### src/rtl/async_xfer_pkg.sv
package async_xfer_pkg;

  typedef enum logic [1:0] {
    XM_SRC_STB = 2'd0,
    XM_DST_STB = 2'd1,
    XM_SRC_HSK = 2'd2,
    XM_DST_HSK = 2'd3
  } xfer_mode_e;

  typedef enum logic [2:0] {
    ST_IDLE,
    ST_LEAD,
    ST_ASSERT,
    ST_PEER_HI,
    ST_HOLD,
    ST_PEER_LO,
    ST_DONE
  } xfer_state_e;

  localparam int LN_STB   = 0;
  localparam int LN_ACK   = 1;
  localparam int LN_RDY   = 2;
  localparam int LN_COUNT = 3;

endpackage

### src/rtl/async_xfer_sync.sv
module async_xfer_sync #(
  parameter int STAGES = 2,
  parameter int LANES  = 3
) (
  input  logic             clk,
  input  logic             rst_n,
  input  logic [LANES-1:0] d,
  output logic [LANES-1:0] q
);

  genvar g;
  generate
    for (g = 0; g < LANES; g++) begin : g_lane
      logic [STAGES-1:0] chain;
      always_ff @(posedge clk or negedge rst_n) begin
        if (!rst_n) begin
          chain <= '0;
        end else begin
          chain <= {chain[STAGES-2:0], d[g]};
        end
      end
      assign q[g] = chain[STAGES-1];
    end
  endgenerate

endmodule

### src/rtl/async_xfer_timer.sv
module async_xfer_timer #(
  parameter int DLY_W = 8
) (
  input  logic             clk,
  input  logic             rst_n,
  input  logic             load,
  input  logic             dec,
  input  logic [DLY_W-1:0] dly,
  output logic             expire
);

  localparam logic [DLY_W-1:0] ONE = DLY_W'(1);

  logic [DLY_W-1:0] cnt_q;
  logic [DLY_W-1:0] cnt_d;
  logic [DLY_W-1:0] load_val;
  logic             cnt_en;

  // zero delay is clamped to a single cycle
  assign load_val = (dly == '0) ? ONE : dly;
  assign cnt_en   = load | (dec & (cnt_q != '0));

  always_comb begin
    if (load) begin
      cnt_d = load_val;
    end else begin
      cnt_d = cnt_q - ONE;
    end
  end

  always_ff @(posedge clk or negedge rst_n) begin
    if (!rst_n) begin
      cnt_q <= '0;
    end else if (cnt_en) begin
      cnt_q <= cnt_d;
    end
  end

  assign expire = (cnt_q == ONE);

endmodule

### src/rtl/async_xfer_fsm.sv
module async_xfer_fsm
  import async_xfer_pkg::*;
(
  input  logic                clk,
  input  logic                rst_n,
  input  logic                start,
  input  logic [1:0]          mode_i,
  input  logic                role_i,
  input  logic [LN_COUNT-1:0] in_s,
  input  logic                expire,
  output logic                accept,
  output logic                tmr_dec,
  output logic                cap_en,
  output logic                stb_o,
  output logic                ack_o,
  output logic                rdy_o,
  output logic                done
);

  xfer_state_e state_q, state_d;
  xfer_mode_e  mode_q, mode_n;
  logic        role_q, role_n;
  logic        initiator, hsk, is_dst, peer;
  int unsigned peer_sel;
  logic        line_n, init_n;
  logic        stb_d, ack_d, rdy_d, done_d;

  assign initiator = (role_q == mode_q[0]);
  assign hsk       = mode_q[1];
  assign is_dst    = role_q;

  always_comb begin
    if (!role_q && mode_q == XM_SRC_HSK) begin
      peer_sel = LN_ACK;
    end else if (role_q && mode_q == XM_DST_HSK) begin
      peer_sel = LN_RDY;
    end else begin
      peer_sel = LN_STB;
    end
  end

  assign peer = in_s[peer_sel];

  always_comb begin
    state_d = state_q;
    accept  = 1'b0;
    tmr_dec = 1'b0;
    cap_en  = 1'b0;
    unique case (state_q)
      ST_IDLE: begin
        if (start) begin
          accept  = 1'b1;
          state_d = ST_LEAD;
        end
      end
      ST_LEAD: begin
        state_d = initiator ? ST_ASSERT : ST_PEER_HI;
      end
      ST_ASSERT: begin
        if (!hsk) begin
          tmr_dec = 1'b1;
          if (expire) begin
            cap_en  = is_dst;
            state_d = ST_DONE;
          end
        end else if (peer) begin
          cap_en  = is_dst;
          state_d = ST_PEER_LO;
        end
      end
      ST_PEER_HI: begin
        if (peer) begin
          cap_en  = is_dst;
          state_d = hsk ? ST_HOLD : ST_PEER_LO;
        end
      end
      ST_HOLD: begin
        if (!peer) begin
          state_d = ST_DONE;
        end
      end
      ST_PEER_LO: begin
        if (!peer) begin
          state_d = ST_DONE;
        end
      end
      ST_DONE: begin
        state_d = ST_IDLE;
      end
      default: begin
        state_d = ST_IDLE;
      end
    endcase
  end

  // line routing from the upcoming state, registered below
  assign mode_n = accept ? xfer_mode_e'(mode_i) : mode_q;
  assign role_n = accept ? role_i : role_q;
  assign init_n = (role_n == mode_n[0]);
  assign line_n = (state_d == ST_ASSERT) || (state_d == ST_HOLD);
  assign stb_d  = line_n && init_n;
  assign ack_d  = line_n && !init_n && role_n && (mode_n == XM_SRC_HSK);
  assign rdy_d  = line_n && !init_n && !role_n && (mode_n == XM_DST_HSK);
  assign done_d = (state_d == ST_DONE);

  always_ff @(posedge clk or negedge rst_n) begin
    if (!rst_n) begin
      state_q <= ST_IDLE;
      stb_o   <= 1'b0;
      ack_o   <= 1'b0;
      rdy_o   <= 1'b0;
      done    <= 1'b0;
    end else begin
      state_q <= state_d;
      stb_o   <= stb_d;
      ack_o   <= ack_d;
      rdy_o   <= rdy_d;
      done    <= done_d;
    end
  end

  always_ff @(posedge clk or negedge rst_n) begin
    if (!rst_n) begin
      mode_q <= XM_SRC_STB;
      role_q <= 1'b0;
    end else if (accept) begin
      mode_q <= xfer_mode_e'(mode_i);
      role_q <= role_i;
    end
  end

endmodule

### src/rtl/async_xfer_ctrl.sv
module async_xfer_ctrl
  import async_xfer_pkg::*;
#(
  parameter int W        = 8,
  parameter int DLY_W    = 8,
  parameter int SYNC_STG = 2
) (
  input  logic             clk,
  input  logic             rst_n,
  input  logic             start,
  input  logic [1:0]       mode,
  input  logic             role,
  input  logic [DLY_W-1:0] delay_cfg,
  input  logic [W-1:0]     wr_data,
  output logic [W-1:0]     rd_data,
  output logic             done,
  output logic [W-1:0]     lnk_dout,
  input  logic [W-1:0]     lnk_din,
  output logic             stb_o,
  input  logic             stb_i,
  output logic             ack_o,
  input  logic             ack_i,
  output logic             rdy_o,
  input  logic             rdy_i
);

  logic [LN_COUNT-1:0] in_raw, in_s;
  logic                accept, tmr_dec, cap_en, expire;
  logic                dout_en;

  always_comb begin
    in_raw         = '0;
    in_raw[LN_STB] = stb_i;
    in_raw[LN_ACK] = ack_i;
    in_raw[LN_RDY] = rdy_i;
  end

  async_xfer_sync #(
    .STAGES(SYNC_STG),
    .LANES (LN_COUNT)
  ) u_sync (
    .clk  (clk),
    .rst_n(rst_n),
    .d    (in_raw),
    .q    (in_s)
  );

  async_xfer_timer #(
    .DLY_W(DLY_W)
  ) u_timer (
    .clk   (clk),
    .rst_n (rst_n),
    .load  (accept),
    .dec   (tmr_dec),
    .dly   (delay_cfg),
    .expire(expire)
  );

  async_xfer_fsm u_fsm (
    .clk    (clk),
    .rst_n  (rst_n),
    .start  (start),
    .mode_i (mode),
    .role_i (role),
    .in_s   (in_s),
    .expire (expire),
    .accept (accept),
    .tmr_dec(tmr_dec),
    .cap_en (cap_en),
    .stb_o  (stb_o),
    .ack_o  (ack_o),
    .rdy_o  (rdy_o),
    .done   (done)
  );

  assign dout_en = accept & ~role;

  always_ff @(posedge clk or negedge rst_n) begin
    if (!rst_n) begin
      lnk_dout <= '0;
    end else if (dout_en) begin
      lnk_dout <= wr_data;
    end
  end

  always_ff @(posedge clk or negedge rst_n) begin
    if (!rst_n) begin
      rd_data <= '0;
    end else if (cap_en) begin
      rd_data <= lnk_din;
    end
  end

endmodule

### config.mk
export PLATFORM = sky130hd
export DESIGN_NAME = async_xfer_ctrl
export DESIGN_NICKNAME = d
export VERILOG_FILES = /design/src/rtl/async_xfer_pkg.sv /design/src/rtl/async_xfer_sync.sv /design/src/rtl/async_xfer_timer.sv /design/src/rtl/async_xfer_fsm.sv /design/src/rtl/async_xfer_ctrl.sv
export SDC_FILE = /design/constraint.sdc
export NUM_CORES = 1
export LEC_CHECK = 0
export BUFFER_PORTS_ARGS = -buffer_cell sky130_fd_sc_hd__buf_4
export CORE_ASPECT_RATIO = 0.6
export CORE_MARGIN = 2
export CORE_UTILIZATION = 47
export CTS_CLUSTER_DIAMETER = 80
export CTS_CLUSTER_SIZE = 8
export DETAILED_ROUTE_END_ITERATION = 10
export PLACE_DENSITY = 0.84
export SLEW_MARGIN = 40
export SYNTH_ARGS = -nofsm -noshare
export SYNTH_HDL_FRONTEND = slang
export SYNTH_HIERARCHICAL = 1
export SYNTH_SLANG_ARGS = --single-unit
### constraint.sdc
create_clock -name clk -period 2.5 [get_ports clk]
set_input_delay 0.125 -clock clk [delete_from_list [all_inputs] [get_ports clk]]
set_output_delay 0.125 -clock clk [all_outputs]
set_load 0.02 [all_outputs]
==> impl_summary.md <==
Status
The run finished with clean final reports.

Yosys
The simple-gate share of the synthesized area is 18.4%. When the netlist entered floorplanning its net count stood at roughly 200. Counting flops and latches in the post-synthesis netlist gives 40.

The distinct cell type count after synthesis is 46. The main combinational cell family by area after synthesis is simple AND/OR/NAND/NOR gates. The number of warnings reported in the yosys synthesis log is 6. Summing the areas of all xor and xnor instances in the mapped netlist gives 1.33% of the synthesized area. The number of enable flip-flop cells after synthesis is 0.

The cell count after synthesis came out at 165. The sequential-to-total area share from yosys stat is between 50% and 60%. The share of flip-flops with an asynchronous set or reset is 100%. Among all flip-flop cells after synthesis, the most frequent one is sky130_fd_sc_hd__dfrtp_1. The mean area per synthesized cell is 12.0 um2.

The area of the mapped netlist is ~2000 um2. The adder and majority cell fraction of the synthesized area is approximately 1.9%. The synthesized netlist devotes 9.07% of its cell area to compound gates. Of the post-synthesis cell area, the part taken by muxes is 13.6%.

Die
In this run the standard cell core region covers between 4000 and 5000 um2. Once the floorplan was initialized, standard cells occupied 48.4% of the core. The die is ~88 um wide.

The overall die area is 4750 um2. The number of rows in the core area is 18. In this run the count of I/O pins placed on the die edge is 53.

The die extent in y is 54.2 um.

Global routing
The total grt overflow is 0. The global-route wire length before repair is 6020 um. The number of antenna violations at the first check in global routing is 0.

The largest net degree at the start of global routing is about 40. The total track usage is between 10% and 20%. The via count of the first global-routing pass is 1293.

Power
In this run, flip-flops and latches consume 35.3% of the power. The internal cell power is approximately 1.9 mW. The switching power of the nets is between 1 and 1.5 mW.

The portion of total power attributed to combinational logic is 50.6%. Net switching is 39.1% of the power. The clock network burns ~14% of the power.

The cell leakage power is 1.17 nW. Power spread over the standard cell area amounts to 1230 nW/um2. Total power for the finished layout comes to roughly 3.2 mW. Across the VDD grid, the largest voltage drop is 0.000748 V.

Layout
The area growth from synthesis to final layout is 30.9%. Measured on the finished design, the core utilization comes to 63.3%. Summing all non-filler instances in the final layout gives an area of 2580 um2. The ratio of cells with drive above 1 in the final layout is 46.3%.

The number of nets in the finished design is 264. The number of antenna diodes in the final layout is 0. Leaving out filler cells and counting taps, the final layout contains 289.

Worst setup path
The critical path class is reg -> reg. The data required time of the critical path is 2.68 ns. The cell that appears most often on the critical path is sky130_fd_sc_hd__buf_4. The signal arrival time at the worst endpoint is 2.58 ns.

The signal on the critical path passes through or4_4, nor4b_2, buf_4, nor3_1, or3_1, nor2_1, buf_4, mux2_2. The highest cell delay on the worst timing path is 0.51 ns. On the critical path, the stage with the largest delay is an instance of sky130_fd_sc_hd__or4_4. The peak fanout along the critical path is 8. The element type at the critical path start is a flip-flop. The depth of the most critical reg-to-reg path is 8. The worst setup path is captured at a flip-flop.

Timing
In this run the tightest slew margin relative to its limit is 66.8%. The final count of hold timing violations is 0. The slew at the pin with the worst max-slew slack is 0.498 ns. On the final layout, the worst hold slack is 0.0438 ns.

Timing would allow up to around 420 MHz. The final period utilization is 96.1%. For the final routed database, the setup TNS stands at 0 ns. In the post-route analysis, the smallest setup slack over all paths is 0.0966 ns. The count of pins over their slew limit was 0. The shortest period the worst path allows is roughly 2.4 ns. The final count of negative-setup-slack endpoints is 0. On the final layout, the worst clock skew is around 0.006 ns.

Routing
In the routed design, unresolved DRC markers number 0. The count of nets left with antenna violations after detail routing is 0. The average vias per placed instance is 5.11. The routed length per instance is 13.9 um.

The first-pass iteration count of the detailed router is 4. The final route contains 1476 vias. Summed over all layers, the routed wires come to 4010 um. The first routing iteration left 55 violations.

Clock tree
After clock tree synthesis, the setup repair step added 0 buffers. TritonCTS created 5 clock buffers. The number of levels in the clock H-tree is 2. The tree is rooted in a sky130_fd_sc_hd__clkbuf_8. The number of sinks driven by the clock tree is 40. Clock-pin slew was measured on the worst setup and hold paths at 0.08 ns.

In this run the deepest clock path goes through 2 buffers. TritonCTS built the clock tree. Clock latency on the worst-skew pair, taken at its later pin, is 0.29 ns.

Flow run
The tool flagged a number of max-cap violations equal to 0.

Min path
In this run the worst hold path is classified as in -> reg. The instance count along the most critical hold path is 3.

Place
The placement-stage worst setup slack is 0.0678 ns. Detailed placement finished with a half-perimeter wire length of ~3000 um. After detailed placement, the design holds a cell count of 277. The final weighted congestion of routability-driven global placement is 0.823. The number of input and output port buffers inserted is 52. The placed instance area is 2440 um2.
-- cells by family after synthesis --
| group | after synthesis |
|---|---|
| flops | 40 |
| fa+ha+maj | 3 |
| buf+inv | 16 |
| simple gates | 55 |
| mux | 21 |
| compound gates | 27 |
| xor+xnor | 3 |
-- power by group through the flow --
stage	combinational, mW	sequential, mW	clock (mW)
floorplan	0.915	1.28	0
global placement	1.56	1.12	0
detailed placement	1.60	1.13	0
CTS	1.61	1.12	0.451
global route	1.75	1.16	0.482
finish	1.61	1.12	0.445
-- critical path, delay by kind of cell (launching register included) --
family	cells	cell delay (ns)
AND/OR/NAND/NOR	5	1.19
multiplexers	1	0.34
buffers and inverters	2	0.33
flip-flops	1	0.42
-- state kept, by name, summed over array words and instances (netlist names) --
name and cells:
lnk_dout 8, u_timer/cnt_q 8, u_fsm/rdy_o 1, u_sync/g_lane.chain 6, u_fsm/stb_o 1, u_fsm/ack_o 1
u_fsm/state_q 3, u_fsm/is_dst 1, u_fsm/done 1, rd_data 8, u_fsm/mode_q 2
-- worst paths after layout --
path	startpoint	endpoint	slack (ns)
setup / recovery	u_timer/cnt_q[4]$_DFFE_PN0P_	rd_data[2]$_DFFE_PN0P_	0.1
hold / removal	delay_cfg[1]	u_timer/cnt_q[1]$_DFFE_PN0P_	0.04
setup reg to reg	u_timer/cnt_q[4]$_DFFE_PN0P_	rd_data[2]$_DFFE_PN0P_	0.1
hold reg to reg	u_sync/g_lane[1].chain[0]$_DFF_PN0_	u_sync/g_lane[1].chain[1]$_DFF_PN0_	0.35
max in group asynchronous	rst_n	lnk_dout[3]$_DFFE_PN0P_	1.81
min in group asynchronous	rst_n	u_fsm/state_q[0]$_DFF_PN0_	0.34
-- layout make-up --
class / instances / area (um2)
Inverter: 5 / 18.8
Timing Repair Buffer: 67 / 513
Fill cell: 334 / 1500
Clock inverter: 2 / 10.0
Sequential cell: 40 / 1000
Tap cell: 60 / 75.1
Clock buffer: 6 / 82.6
Multi-Input combinational cell: 109 / 881
-- metal layers --
metal	up-vias	share of wire [%]	global-route usage, %
met3	6	5.9	6.44
met2	43	43	26.5
met1	708	50	24.1
met5	-	0	0
li1	719	-	-
met4	0	0.67	3.08
-- what timing repair did --
action	CTS	global route
hold buffers	4	0
gates resized for setup	0	1
endpoints found under the hold margin	43	0
setup endpoints to repair	0	8
-- synthesized netlist by cell type, types with 5 or more instances --
cell | count | area, um2
sky130_fd_sc_hd__a21oi_1 | 6 | 30.0
sky130_fd_sc_hd__dfrtp_1 | 40 | 1000
sky130_fd_sc_hd__inv_1 | 5 | 18.8
sky130_fd_sc_hd__mux2_2 | 11 | 124
sky130_fd_sc_hd__mux2_4 | 9 | 135
sky130_fd_sc_hd__nand2_1 | 8 | 30.0
sky130_fd_sc_hd__nor2_1 | 10 | 37.5
sky130_fd_sc_hd__nor3_1 | 6 | 30.0
sky130_fd_sc_hd__o21ai_0 | 6 | 30.0
-- cells in the final DEF (no fill, tap or decap), types with 4 or more instances in the layout --
master	count
sky130_fd_sc_hd__nor3_1	6
sky130_fd_sc_hd__mux2_2	11
sky130_fd_sc_hd__nand2_1	8
sky130_fd_sc_hd__inv_1	5
sky130_fd_sc_hd__o21ai_0	6
sky130_fd_sc_hd__mux2_4	9
sky130_fd_sc_hd__a21oi_1	6
sky130_fd_sc_hd__nor2_1	10
sky130_fd_sc_hd__dlygate4sd3_1	4
sky130_fd_sc_hd__buf_4	63
sky130_fd_sc_hd__clkbuf_8	6
sky130_fd_sc_hd__dfrtp_1	40
Note: power is estimated with default switching activity, not from simulation.
